## src/rtl/fga_pkg.sv

```systemverilog
package fga_pkg;
    typedef enum logic [1:0] {
        OWN_IDLE = 2'd0,
        OWN_DISP = 2'd1,
        OWN_HOST = 2'd2
    } owner_e;
endpackage

```

## src/rtl/fga_intv_reg.sv

```systemverilog
module fga_intv_reg #(
    parameter int DATA_W = 16,
    parameter int INTV_W = 8
) (
    input  logic              clk,
    input  logic              rst_n,
    input  logic              wr_en,
    input  logic [DATA_W-1:0] wdata,
    output logic [INTV_W-1:0] field_q,
    output logic [DATA_W-1:0] rdata
);
    localparam int RSVD_W = DATA_W - INTV_W;

    typedef struct packed {
        logic [INTV_W-1:0] field;
    } reg_state_t;

    reg_state_t st_d, st_q;
    logic       rsvd_unused;

    always_comb begin
        st_d = st_q;
        if (wr_en) begin
            st_d.field = wdata[INTV_W-1:0];
        end
    end

    always_ff @(posedge clk) begin
        if (!rst_n) begin
            st_q <= '0;
        end else begin
            st_q <= st_d;
        end
    end

    assign rsvd_unused = ^wdata[DATA_W-1:INTV_W];
    assign field_q     = st_q.field;
    assign rdata       = {{RSVD_W{1'b0}}, st_q.field};
endmodule

```

## src/rtl/fga_group_ctr.sv

```systemverilog
module fga_group_ctr #(
    parameter int GRP_W        = 6,
    parameter int NORMAL_GROUP = 16,
    parameter int ROT_BASE     = 4,
    parameter int SEL_W        = 2
) (
    input  logic             clk,
    input  logic             rst_n,
    input  logic             count_en,
    input  logic             rot_mode,
    input  logic [SEL_W-1:0] size_sel,
    output logic             group_end
);
    typedef struct packed {
        logic [GRP_W-1:0] cnt;
        logic [GRP_W-1:0] size;
    } grp_state_t;

    grp_state_t       st_d, st_q;
    logic [GRP_W-1:0] size_req;
    logic             last_burst;

    always_comb begin
        if (rot_mode) begin
            size_req = GRP_W'(ROT_BASE) << size_sel;
        end else begin
            size_req = GRP_W'(NORMAL_GROUP);
        end
    end

    always_comb begin
        st_d       = st_q;
        last_burst = (st_q.cnt == (st_q.size - GRP_W'(1)));
        if (st_q.cnt == '0) begin
            st_d.size = size_req;
        end
        if (count_en) begin
            if (last_burst) begin
                st_d.cnt = '0;
            end else begin
                st_d.cnt = st_q.cnt + GRP_W'(1);
            end
        end
    end

    always_ff @(posedge clk) begin
        if (!rst_n) begin
            st_q.cnt  <= '0;
            st_q.size <= GRP_W'(NORMAL_GROUP);
        end else begin
            st_q <= st_d;
        end
    end

    assign group_end = count_en && last_burst;
endmodule

```

## src/rtl/fga_gap_ctr.sv

```systemverilog
module fga_gap_ctr #(
    parameter int INTV_W = 8
) (
    input  logic              clk,
    input  logic              rst_n,
    input  logic              load,
    input  logic [INTV_W-1:0] intv,
    output logic              gap_busy,
    output logic              gap_busy_next
);
    localparam int GAP_W = INTV_W + 1;

    typedef struct packed {
        logic [GAP_W-1:0] cnt;
    } gap_state_t;

    gap_state_t st_d, st_q;

    always_comb begin
        st_d = st_q;
        if (load) begin
            st_d.cnt = {1'b0, intv} + GAP_W'(1);
        end else if (st_q.cnt != '0) begin
            st_d.cnt = st_q.cnt - GAP_W'(1);
        end
    end

    always_ff @(posedge clk) begin
        if (!rst_n) begin
            st_q <= '0;
        end else begin
            st_q <= st_d;
        end
    end

    assign gap_busy      = (st_q.cnt != '0);
    assign gap_busy_next = (st_d.cnt != '0);
endmodule

```

## src/rtl/fga_grant.sv

```systemverilog
module fga_grant
    import fga_pkg::*;
(
    input  logic clk,
    input  logic rst_n,
    input  logic gap_busy_next,
    input  logic disp_req,
    input  logic host_req,
    output logic disp_gnt,
    output logic host_gnt
);
    typedef struct packed {
        owner_e owner;
    } gnt_state_t;

    gnt_state_t st_d, st_q;

    always_comb begin
        st_d = st_q;
        if (gap_busy_next) begin
            st_d.owner = host_req ? OWN_HOST : OWN_IDLE;
        end else if (st_q.owner == OWN_HOST && host_req) begin
            st_d.owner = OWN_HOST;
        end else if (disp_req) begin
            st_d.owner = OWN_DISP;
        end else if (host_req) begin
            st_d.owner = OWN_HOST;
        end else begin
            st_d.owner = OWN_IDLE;
        end
    end

    always_ff @(posedge clk) begin
        if (!rst_n) begin
            st_q.owner <= OWN_IDLE;
        end else begin
            st_q <= st_d;
        end
    end

    assign disp_gnt = (st_q.owner == OWN_DISP);
    assign host_gnt = (st_q.owner == OWN_HOST);
endmodule

```

## src/rtl/vram_fetch_gap_arbiter.sv

```systemverilog
module vram_fetch_gap_arbiter #(
    parameter int DATA_W       = 16,
    parameter int INTV_W       = 8,
    parameter int GRP_W        = 6,
    parameter int NORMAL_GROUP = 16,
    parameter int ROT_BASE     = 4,
    parameter int SEL_W        = 2
) (
    input  logic              clk,
    input  logic              rst_n,
    input  logic              reg_wr_en,
    input  logic [DATA_W-1:0] reg_wdata,
    output logic [DATA_W-1:0] reg_rdata,
    input  logic              disp_req,
    output logic              disp_gnt,
    input  logic              disp_burst_done,
    input  logic              host_req,
    output logic              host_gnt,
    input  logic              rot_mode,
    input  logic [SEL_W-1:0]  rot_size_sel
);
    logic [INTV_W-1:0] intv_field;
    logic              burst_cnt_en;
    logic              group_end;
    logic              gap_busy;
    logic              gap_busy_next;

    fga_intv_reg #(
        .DATA_W (DATA_W),
        .INTV_W (INTV_W)
    ) u_intv_reg (
        .clk     (clk),
        .rst_n   (rst_n),
        .wr_en   (reg_wr_en),
        .wdata   (reg_wdata),
        .field_q (intv_field),
        .rdata   (reg_rdata)
    );

    assign burst_cnt_en = disp_burst_done && disp_gnt;

    fga_group_ctr #(
        .GRP_W        (GRP_W),
        .NORMAL_GROUP (NORMAL_GROUP),
        .ROT_BASE     (ROT_BASE),
        .SEL_W        (SEL_W)
    ) u_group_ctr (
        .clk       (clk),
        .rst_n     (rst_n),
        .count_en  (burst_cnt_en),
        .rot_mode  (rot_mode),
        .size_sel  (rot_size_sel),
        .group_end (group_end)
    );

    fga_gap_ctr #(
        .INTV_W (INTV_W)
    ) u_gap_ctr (
        .clk           (clk),
        .rst_n         (rst_n),
        .load          (group_end),
        .intv          (intv_field),
        .gap_busy      (gap_busy),
        .gap_busy_next (gap_busy_next)
    );

    fga_grant u_grant (
        .clk           (clk),
        .rst_n         (rst_n),
        .gap_busy_next (gap_busy_next),
        .disp_req      (disp_req),
        .host_req      (host_req),
        .disp_gnt      (disp_gnt),
        .host_gnt      (host_gnt)
    );
endmodule

```

## config.mk

```make
export PLATFORM = sky130hd
export DESIGN_NAME = vram_fetch_gap_arbiter
export DESIGN_NICKNAME = d
export VERILOG_FILES = /design/src/rtl/fga_pkg.sv /design/src/rtl/fga_intv_reg.sv /design/src/rtl/fga_group_ctr.sv /design/src/rtl/fga_gap_ctr.sv /design/src/rtl/fga_grant.sv /design/src/rtl/vram_fetch_gap_arbiter.sv
export SDC_FILE = /design/constraint.sdc
export NUM_CORES = 1
export LEC_CHECK = 0
export ABC_AREA = 1
export ABC_CLOCK_PERIOD_IN_PS = 3050
export BUFFER_PORTS_ARGS = -buffer_cell sky130_fd_sc_hd__clkbuf_2
export CAP_MARGIN = 40
export CORE_UTILIZATION = 36
export CTS_CLUSTER_DIAMETER = 80
export DETAILED_ROUTE_END_ITERATION = 10
export SLEW_MARGIN = 20
export SYNTH_ARGS = -nofsm -noshare
export SYNTH_HDL_FRONTEND = slang
export SYNTH_SLANG_ARGS = --single-unit
```

## constraint.sdc

```tcl
create_clock -name clk -period 3.05 [get_ports clk]
set_input_delay 0.915 -clock clk [delete_from_list [all_inputs] [get_ports clk]]
set_output_delay 0.915 -clock clk [all_outputs]
set_load 0.03 [all_outputs]
```

### After elaboration in Yosys (flattened, before gate mapping)

Index checks and enable logic that the tools add are counted.

* register bits: 31
* bits of input ports: 25
* output and inout bits: 18
* word-level logic and storage cells: 27

* $add $sub $neg: 4
* eq/ne operators: 3
* shifts and indexed selects: 1
* mux-type cells: 8
* reduce and logical (&&, ||, !) cells: 6

Operators with widths (count)
* 2-to-1 mux 9 bit: 2
* nonzero test 9 bit: 2
* 2-to-1 mux 6 bit: 2
* adder 8 x 1 -> 9 bit (second input constant): 1
* subtractor 9 x 1 -> 9 bit (second input constant): 1
* 2-to-1 mux 2 bit: 4
* adder 6 x 1 -> 6 bit (second input constant): 1
* == test 6 bit: 1
* logical NOT 6 bit: 1
* << shifter 3 x 2 -> 6 bit (first input constant): 1
* subtractor 6 x 1 -> 6 bit (second input constant): 1
* logical AND 1 bit: 3
* == test 2 x 1 -> 1 bit (second input constant): 1
* == test 2 bit (second input constant): 1

### Depth between registers and ports, before layout

* word-level depth: 6
* gate-level depth with buffers: 18
* gate-level depth less buffers: 17

### By module

Synthesis repeated with hierarchy kept, for this count alone.

* cells, all modules: 304
* area, all modules: 1989.4 µm²

Modules (own cells, without submodules)
* fga_gap_ctr: instances 1, cells an instance 123, area an instance 757.0 µm², sequential area each 180.2 µm²
* fga_group_ctr: instances 1, cells an instance 97, area an instance 645.6 µm², sequential area each 200.2 µm²
* fga_intv_reg: instances 1, cells an instance 68, area an instance 480.5 µm², sequential area each 160.2 µm²
* fga_grant: instances 1, cells an instance 14, area an instance 98.8 µm², sequential area each 40.0 µm²
* vram_fetch_gap_arbiter: instances 1, cells an instance 2, area an instance 7.5 µm², sequential area each 0.0 µm²

### Worst setup path before layout

OpenSTA, ideal clock, no wires.

* path kind: input to register
* from: in disp_burst_done
* to: reg u_grant.st_q[1] (netlist name)
* setup time: 0.109 ns
* arrival: 1.854 ns
* data required time: 2.941 ns
* path slack: 1.087 ns
* cell stages on the path: 14
* path buffers: 1
* cells stage by stage: nand3_4 > clkinv_2 > nand2_2 > nor2_4 > nand3_4 > buf_6 > nand3_2 > nand2_1 > inv_2 > nand2_1 > nor2_2 > nand3_1 > nand2_1 > inv_1

* cells in the longest elaborated chain, start to end: 5

RTL lines
* start, declared: RTL line vram_fetch_gap_arbiter.sv:16 `input logic disp_burst_done,`
* logical AND 1 bit: RTL line vram_fetch_gap_arbiter.sv:40 `assign burst_cnt_en = disp_burst_done && disp_gnt;`
* logical AND 1 bit: RTL line fga_group_ctr.sv:55 `assign group_end = count_en && last_burst;`
* 2-to-1 mux 9 bit: RTL line fga_gap_ctr.sv:21 `if (load) begin`
* nonzero test 9 bit: RTL line fga_gap_ctr.sv:37 `assign gap_busy_next = (st_d.cnt != '0);`
* 2-to-1 mux 2 bit: RTL line fga_grant.sv:20 `if (gap_busy_next) begin`
* end signal, assigned: RTL line fga_grant.sv:37 `st_q <= st_d;`
* end, declared: RTL line fga_grant.sv:16 `gnt_state_t st_d, st_q;`

No other way between the ends.
A chain may end at the register's enable or synchronous reset.

### Final worst setup path

* from: reg u_group_ctr.st_q[2] (netlist name)
* to: reg u_grant.st_q[1] (netlist name)

* cells in the longest elaborated chain, start to end: 6

RTL lines
* start, declared: RTL line fga_group_ctr.sv:19 `grp_state_t st_d, st_q;`
* start signal, assigned: RTL line fga_group_ctr.sv:51 `st_q <= st_d;`
* subtractor 6 x 1 -> 6 bit: RTL line fga_group_ctr.sv:33 `last_burst = (st_q.cnt == (st_q.size - GRP_W'(1)));`
* == test 6 bit: RTL line fga_group_ctr.sv:33
* logical AND 1 bit: RTL line fga_group_ctr.sv:55
* 2-to-1 mux 9 bit: RTL line fga_gap_ctr.sv:21
* nonzero test 9 bit: RTL line fga_gap_ctr.sv:37
* 2-to-1 mux 2 bit: RTL line fga_grant.sv:20

No other way between the ends.

==> qor.txt <==
Worst-path fanout max: 12
Core box area: 5110 sq um
Reg-to-reg startpoint: u_group_ctr.st_q[2]
CP Class: reg -> reg
Max Freq: 0.493 GHz
Combinational share of power: 44.9%
Worst IR drop on VDD: 0.310 mV
CP Launch Type: flop
Util after Layout: 42.1%
H-tree depth: 2
Crit path required time: 3.23 ns
Pwr Density: 661 nW/um^2
Post-route ant nets: 0
Vias/cell: 4.43
WHS: 0.485 ns
Post-synthesis cell type count: 32
Fin crit period: 2.03 ns
Slew Limit Fails: 0
Top-level I/O count: 43
Setup violators final: 0
Clock root buffer master: clkbuf_8
Mapped Area: 1900 sq um
Post-CTS sizing: 0
Die X: 74.7 microns
Antenna cells: 0
Wirelength, routed: 3750 microns
Unrepaired setup endpoints after global routing: false
Setup TNS: 0 ns
Design Area, Final: 2150 sq um
Main synth FF type: dfxtp_1
Hold_sp: u_group_ctr.st_q[5]
Flop pwr share: 32.6%
CTS Hold Bufs: 0
Crit. Startpoint: u_group_ctr.st_q[2]
Port Buffers: 26
Share of cells above drive strength 1: 21.1%
Post-synthesis register bit count: 29
Sw Share: 41.5%
Yosys top cell by area: dfxtp_1
Clock Path Buffers: 2
Share of the clock period used by the worst path: 66.5%
Via count: 1697
Register area share after synthesis: 30.5%
Reg clk slew, reported paths: 0.06 ns
Status: finished clean
Largest net degree at the start of global routing: 15
Sw Pwr: 0.590 mW
Vias in the first global route: 1522
Cell Rows: 26
Chip height: 74.7 microns
Placement Cell Area: 2060 sq um
Number of synthesized flops with an enable pin: 0
Total iterations of the first detailed-routing run: 4
First-pass GRT wire length: 6580 microns
Initial antenna violation count: 0
Top cell type's share of synthesized area: 30.5%
LEAKAGE: 1.05 nW
Worst path max stage delay: 0.38 ns
DIE AREA: 5580 sq um
Ys async rst share: 0%
Area contributors post-synth: dfxtp_1 31%, nand2_1 12%, nor2_1 8.1%, inv_1 7.1%, nand3_1 5.5%
MaxCap Viol Count: 0
Pint: 0.832 mW
NumNets Final: 343
Layout overhead on the synthesized area: 13.0%
Inserted Clock Buffers: 5
Cells after Synth: 285
Clk pwr share: 22.4%
HP Class: reg -> reg
Initial Utilization: 37.2%
HPWL after DPL: 2970 microns
Setup crit end kind: flop
Most frequent cells in the layout: 60 x nand2_1, 41 x nor2_1, 36 x inv_1
Overflow left after global routing: 0
Fin. Hold Viols: 0
Drt drc: 0
Clk sinks: 29
Cell family with most CP delay: simple AND/OR/NAND/NOR gates
Clock Latency Late Sink: 0.28 ns
Drt wl/cell: 9.78 microns
Cells along the critical path: inv_2 > ha_1 > inv_1 > nand2_1 > nand2_1 > nand2_2 > nor2_4 > nand3_4 > nand2_1 > nand2_1 > nor2_1 > nand2_1 > nor2_2 > nand3_1 > nand2_1 > inv_1
Commonest non-fill, non-tap cell in the layout: nand2_1
Most frequent CP cell: nand2_1
Average size of a mapped cell: 6.67 sq um
CP max stage cell: dfxtp_1
DR iter-0 viols: 64
Arrival @ worst endpoint: 2.21 ns
Layout Skew: 0.00516 ns
Total GRT Usage: 15.5%
Post-CTS Setup Inserts: 0
CTS tree: yes
Syn. warnings: 0
Routability cong.: 0.797
Buffers & Inverters on Critical Path: 3
## stage by stage
| step | setup slack (ns) | total power, mW | cells |
|---|---|---|---|
| final | 1.02 | 1.42 | 383 |
| after global routing | 0.752 | 1.56 | 383 |
| after CTS | 0.981 | 1.44 | 383 |
| after detailed placement | 0.744 | 1.11 | 376 |
| after global placement | 0.764 | 1.11 | 376 |
| after floorplan | 1.09 | 0.991 | 292 |
## state kept, by name, indices dropped and copies added (netlist names)
name                cells
u_gap_ctr.st_q          9
u_grant.st_q            2
u_group_ctr.st_q       10
u_intv_reg.field_q      8
## cell families after synthesis
family,synth area share (%)
other,0.197
XOR/XNOR,4.61
adder cells (fa/ha/maj),3.29
AO/OA/AOI/OAI,8.09
flip-flops,30.5
buffers and inverters,13.1
AND/OR/NAND/NOR,40.2
## synth_stat cells, types with 2 or more instances
cell	instances
nand2_1	60
nor2_1	41
inv_1	36
dfxtp_1	29
nand3_1	21
o21ai_0	12
a21oi_1	9
nand2_2	9
xor2_1	9
buf_4	8
inv_2	7
nand3_2	6
ha_1	5
nor2_2	4
a211oi_1	3
clkbuf_1	3
nand4_1	3
a31oi_1	2
nand2_4	2
nand3_4	2
nand3b_1	2
nor2_4	2
## path summary, 6_finish.rpt
check / endpoint / slack, ns / depth (start not counted)
setup / recovery: u_grant.st_q[1] / 1.02 / 16
hold / removal: u_group_ctr.st_q[5] / 0.48 / 2
setup reg to reg: u_grant.st_q[1] / 1.02 / 16
hold reg to reg: u_group_ctr.st_q[5] / 0.48 / 2
## tightest hold or removal path: cells and delay by family, from the launching register on
family | cells | cell delay (ns)
buffers and inverters | 1 | 0.07
DFF | 1 | 0.31
AOI/OAI and AO/OA | 1 | 0.06
## power by group through the flow
stage	logic, mW	registers (mW)	clock network [mW]
after floorplan	0.513	0.478	0
after global placement	0.640	0.471	0
after detailed placement	0.642	0.472	0
after CTS	0.646	0.463	0.330
after global routing	0.746	0.470	0.345
final	0.639	0.464	0.319
## routing by layer
metal  GRT usage, %  routed length [microns]  share of wire (%)  vias to the layer above
met5              0                        0                  0                        -
met4           6.29                       72                1.9                        0
met1           20.6                     1920                 51                      718
li1               -                        -                  -                      939
met3           3.61                      139                3.7                        6
met2           24.4                     1620                 43                       34
## cell type report
cell class	count	area, sq um
clock buffer	7	86.3
fill	549	2960
inverter	44	166
multi-input combinational	207	1100
sequential	29	581
tap	70	87.6
timing repair buffer	26	130
No activity file was read; power rests on OpenSTA's default activity.
